### src/rtl/opdec_pkg.sv
package opdec_pkg;
  localparam int OP_W   = 6;
  localparam int N_CLS  = 4;
  localparam int N_CTL  = 9;

  // Instruction class indices (one AND-plane term each)
  localparam int CLS_REG   = 0;
  localparam int CLS_LOAD  = 1;
  localparam int CLS_STORE = 2;
  localparam int CLS_BEQ   = 3;

  // Column positions in the control word
  localparam int COL_DST  = 0;
  localparam int COL_IMM  = 1;
  localparam int COL_WBM  = 2;
  localparam int COL_RFW  = 3;
  localparam int COL_MRD  = 4;
  localparam int COL_MWR  = 5;
  localparam int COL_BR   = 6;
  localparam int COL_AC0  = 7;
  localparam int COL_AC1  = 8;

  typedef struct packed {
    logic [1:0] alu_class;
    logic       br_eq;
    logic       dmem_wr;
    logic       dmem_rd;
    logic       rf_wen;
    logic       wb_mem;
    logic       opb_imm;
    logic       dst_rd_sel;
  } ctl_word_t;

  function automatic logic [OP_W-1:0] code_of(input int cls);
    case (cls)
      CLS_REG:   code_of = 6'b000000;
      CLS_LOAD:  code_of = 6'b100011;
      CLS_STORE: code_of = 6'b101011;
      default:   code_of = 6'b000100;
    endcase
  endfunction

  // Fixed control table row; unused entries pinned to 0.
  function automatic logic [N_CTL-1:0] row_of(input int cls);
    case (cls)
      CLS_REG:   row_of = 9'b10_0_0_0_1_0_0_1;
      CLS_LOAD:  row_of = 9'b00_0_0_1_1_1_1_0;
      CLS_STORE: row_of = 9'b00_0_1_0_0_0_1_0;
      default:   row_of = 9'b01_1_0_0_0_0_0_0;
    endcase
  endfunction

  // Which classes set a given column: the OR-plane connection mask.
  function automatic logic [N_CLS-1:0] col_mask(input int col);
    logic [N_CTL-1:0] r;
    col_mask = '0;
    for (int k = 0; k < N_CLS; k++) begin
      r = row_of(k);
      col_mask[k] = r[col];
    end
  endfunction
endpackage

### src/rtl/opdec_and_plane.sv
module opdec_and_plane #(
  parameter int OPW  = opdec_pkg::OP_W,
  parameter int NCLS = opdec_pkg::N_CLS
) (
  input  logic [OPW-1:0]  op,
  output logic [NCLS-1:0] hit
);
  for (genvar g = 0; g < NCLS; g++) begin : g_term
    logic [OPW-1:0] lit_ok;
    always_comb begin
      lit_ok = ~(op ^ opdec_pkg::code_of(g));
      hit[g] = &lit_ok;
    end
  end


  always_comb begin
    term_onehot_chk: assert ($onehot0(hit))
      else $error("more than one instruction term active");
  end
endmodule

### src/rtl/opdec_or_plane.sv
module opdec_or_plane #(
  parameter int NCLS = opdec_pkg::N_CLS,
  parameter int NCTL = opdec_pkg::N_CTL
) (
  input  logic [NCLS-1:0] hit,
  output logic [NCTL-1:0] ctl
);
  for (genvar c = 0; c < NCTL; c++) begin : g_col
    localparam logic [NCLS-1:0] MASK = opdec_pkg::col_mask(c);
    always_comb ctl[c] = |(hit & MASK);
  end


  always_comb begin
    idle_plane_chk: assert (hit != '0 || ctl == '0)
      else $error("control asserted without any term");
  end
endmodule

### src/rtl/opdec_top.sv
module opdec_top (
  input  logic [5:0] opcode,
  output logic       dst_rd_sel,
  output logic       opb_imm,
  output logic       wb_mem,
  output logic       rf_wen,
  output logic       dmem_rd,
  output logic       dmem_wr,
  output logic       br_eq,
  output logic [1:0] alu_class,
  output logic       bad_op
);
  import opdec_pkg::*;

  logic [N_CLS-1:0] term_hit;
  logic [N_CTL-1:0] ctl_bits;
  ctl_word_t        cw;

  opdec_and_plane #(.OPW(OP_W), .NCLS(N_CLS)) u_and (
    .op  (opcode),
    .hit (term_hit)
  );

  opdec_or_plane #(.NCLS(N_CLS), .NCTL(N_CTL)) u_or (
    .hit (term_hit),
    .ctl (ctl_bits)
  );

  always_comb begin
    cw         = ctl_word_t'(ctl_bits);
    dst_rd_sel = cw.dst_rd_sel;
    opb_imm    = cw.opb_imm;
    wb_mem     = cw.wb_mem;
    rf_wen     = cw.rf_wen;
    dmem_rd    = cw.dmem_rd;
    dmem_wr    = cw.dmem_wr;
    br_eq      = cw.br_eq;
    alu_class  = cw.alu_class;
    bad_op     = ~|term_hit;
  end

  always_comb begin

    mem_excl_chk: assert (!(dmem_rd && dmem_wr))
      else $error("read and write to data memory together");

    store_nowb_chk: assert (!(dmem_wr && rf_wen))
      else $error("store with register write");

    branch_quiet_chk: assert (!br_eq || !(rf_wen || dmem_rd || dmem_wr))
      else $error("branch with a write or memory enable");

    bad_quiet_chk: assert (!bad_op || {rf_wen, dmem_rd, dmem_wr, br_eq} == 4'b0)
      else $error("illegal opcode drives enables");

    load_path_chk: assert (!dmem_rd || (wb_mem && rf_wen && opb_imm))
      else $error("memory read without load write-back path");
  end
endmodule

### config.mk
export PLATFORM = sky130hd
export DESIGN_NAME = opdec_top
export DESIGN_NICKNAME = d
export VERILOG_FILES = /design/src/rtl/opdec_pkg.sv /design/src/rtl/opdec_and_plane.sv /design/src/rtl/opdec_or_plane.sv /design/src/rtl/opdec_top.sv
export SDC_FILE = /design/constraint.sdc
export NUM_CORES = 1
export LEC_CHECK = 0
export ABC_AREA = 1
export CORE_AREA = 2 2 39 41
export DETAILED_ROUTE_END_ITERATION = 10
export DIE_AREA = 0 0 41 43
export PLACE_DENSITY = 0.49
export SLEW_MARGIN = 10
export SYNTH_ARGS = -nofsm -noshare
export SYNTH_HDL_FRONTEND = slang
export SYNTH_SLANG_ARGS = --single-unit
### constraint.sdc
create_clock -name vclk -period 0.8
set_input_delay 0.16 -clock vclk [all_inputs]
set_output_delay 0.16 -clock vclk [all_outputs]
set_load 0.1 [all_outputs]
==> results by group <==
Run status
  – Outcome: finished with violations
  – Failing checks: negative setup slack

Die
  – Die W: 41 um
  – Die height: 43 um
  – Initial Utilization: 9.042%
  – Top Ports: 16
  – Core region area: about 1400 um2
  – Rows: 14
  – Die footprint: 1763 um2

Synthesis
  – Ranking of synthesized cells by area: buf_4 (18%), inv_1 (18%), nand2_1 (18%), nor2_1 (15%), nor2_2 (15%)
  – Sequential-to-total area share from yosys stat: 0%
  – Yosys warning total: 0
  – Synth area leader: buf_4
  – Synth Net Count: 33
  – Most frequent cells after synthesis: inv_1 (6), nand2_1 (6), nor2_1 (5)
  – Mapped cell area: between 100 and 150 um2
  – Share of the synthesized area in the top cell type: 18.00%
  – Cell variety after synth: 7
  – Cell count after synthesis: 27
  – Syn_area_per_cell: 4.634 um2

Final layout
  – FFs & Latches: 0
  – Reg area: 0 um2
  – Synth-to-Final Area Change: 333.0%
  – Nets: 50
  – Clock buffer count in the final layout: 0
  – Layout cells sized above 1: 92.86%
  – Antenna cell count: 0

Routing
  – Drc violations: 0
  – Iter 0 DRT Violations: 2
  – Drt total wl: 501 um
  – Routed WL per cell: around 8.6 um
  – DRT Pass-1 Iters: 4
  – Via-to-Cell Ratio: 3.621
  – Via count: 210
  – Post-route ant nets: 0

Setup path
  – Crit Path Class: in -> out
  – CP Launch Type: input pin
  – Critical path peak fanout: 2
  – CP peak stage delay: 0.16 ns
  – Critical path's slowest cell: buf_12
  – WP data required: roughly 0.64 ns
  – Crit path capture type: output pin
  – Cell family contributing the most delay on the critical path: buffers and inverters
  – Critical path cell sequence: buf_6 > buf_6 > inv_16 > nand3_4 > nor2_4 > nor2_4 > buf_12
  – CP bufs+invs: 4
  – CP arrival: 0.89 ns

Timing
  – Hold Fails Final Rpt: 0
  – # setup viols final: 10
  – Slew Limit Fails: 0
  – Max-Slew Margin vs Limit: 88.44%
  – Worst slew pin tran: around 0.17 ns
  – Fin Hold WS: between 0.7 and 0.8 ns
  – Setup WS post-layout: -0.2527 ns
  – Fmax: 0.9499 GHz
  – Final period demand of the worst path: 1.053 ns
  – RSZ-0062 raised after global routing: yes
  – Final period util: 131.6%

Global route
  – Pin count of the biggest net entering global routing: 4
  – First-pass GRT wire length: around 750 um
  – Initial antenna violation count: 0
  – Vias in the first global route: 187
  – Tot GR Track Use: 5.606%
  – Total gr overflow: 0

Pwr
  – Power per cell area: 408.9 nW/um2
  – P_leak: slightly above 0.0002 uW
  – Design Power: 221.5 uW
  – Peak VDD IR: 127.7 uV

Flow run
  – Maximum capacitance violations: 0

Hold path
  – Hold Crit Class: in -> out
  – Hold depth: 4
  – Hold Path Sink: dmem_wr
  – Hold_sp: opcode[1]

Place
  – Post-DP HPWL: 449.9 um
  – Port bufs: 16
  – GP Congestion: approximately 0.6
-- repair_timing --
action / CTS / global route
setup buffers: 0 / 1
hold buffers: 0 / 0
cloned: 0 / 0
resized for setup: 32 / 14
pin swaps: 8 / 4
endpoints found under the setup margin: 10 / 10
-- through the flow --
stage	util, %	instances	TNS [ns]	cell area [um2]	worst slack (ns)
2_1_floorplan	-	27	-3.576	260.3	-0.5179
4_1_cts	37.07	58	-3.101	513.0	-0.3499
3_3_place_gp	36.44	58	-7.101	504.2	-0.7335
5_1_grt	39.15	58	-2.574	541.8	-0.2862
6_report	39.15	58	-2.169	541.8	-0.2527
3_5_place_dp	36.44	58	-7.079	504.2	-0.7378
-- cells in the final DEF (no fill, tap or decap) --
| cell type | Yosys | routed |
|---|---|---|
| buf_12 | 0 | 11 |
| buf_2 | 0 | 1 |
| buf_4 | 3 | 1 |
| buf_6 | 0 | 4 |
| buf_8 | 0 | 1 |
| clkinvlp_4 | 0 | 3 |
| inv_1 | 6 | 1 |
| inv_12 | 0 | 1 |
| inv_16 | 0 | 1 |
| nand2_1 | 6 | 2 |
| nand2_2 | 0 | 3 |
| nand2_4 | 0 | 1 |
| nand3_2 | 0 | 2 |
| nand3_4 | 0 | 1 |
| nor2_2 | 3 | 3 |
| nor2_4 | 0 | 5 |
| nor3_4 | 0 | 1 |
-- worst max path at each step --
| stage | start | endpoint | cells past startpoint |
|---|---|---|---|
| global placement | opcode[1] | rf_wen | 5 |
| CTS | opcode[4] | alu_class[0] | 6 |
| finish | opcode[2] | bad_op | 7 |
| global route | opcode[2] | bad_op | 7 |
| floorplan | opcode[5] | alu_class[0] | 4 |
| detailed placement | opcode[1] | alu_class[1] | 5 |
-- metal layers --
layer  global-route usage (%)  part of all wire (%)  up-vias
li1                         -                     -      107
met1                    7.962                    34       96
met2                    9.375                    57        7
met3                   0.5236                   8.2        0
met4                        0                     0        0
met5                        0                     0        -
-- worst min-delay path: stages --
cell     delay (ns)
buf_6          0.11
nand3_4        0.08
nor3_4         0.04
buf_12         0.15
-- cells by family (layout without fill, tap and decap cells) --
group	Yosys count	in the layout	synth area share, %
buf+inv	9	24	36.00
simple gates	18	18	63.99
-- cell type report --
class                      instances  area (um2)
timing repair buffer              18       292.8
inverter                           6       62.56
multi-input combinational         18       166.4
fill                             130       842.1
tap                               16       20.02
-- report_power, final --
part,internal [uW],switching [uW]
Clock,0,0
Combinational,93.3,128
Sequential,0,0
Total,93.3,128
No activity file was read; power rests on OpenSTA's default activity.
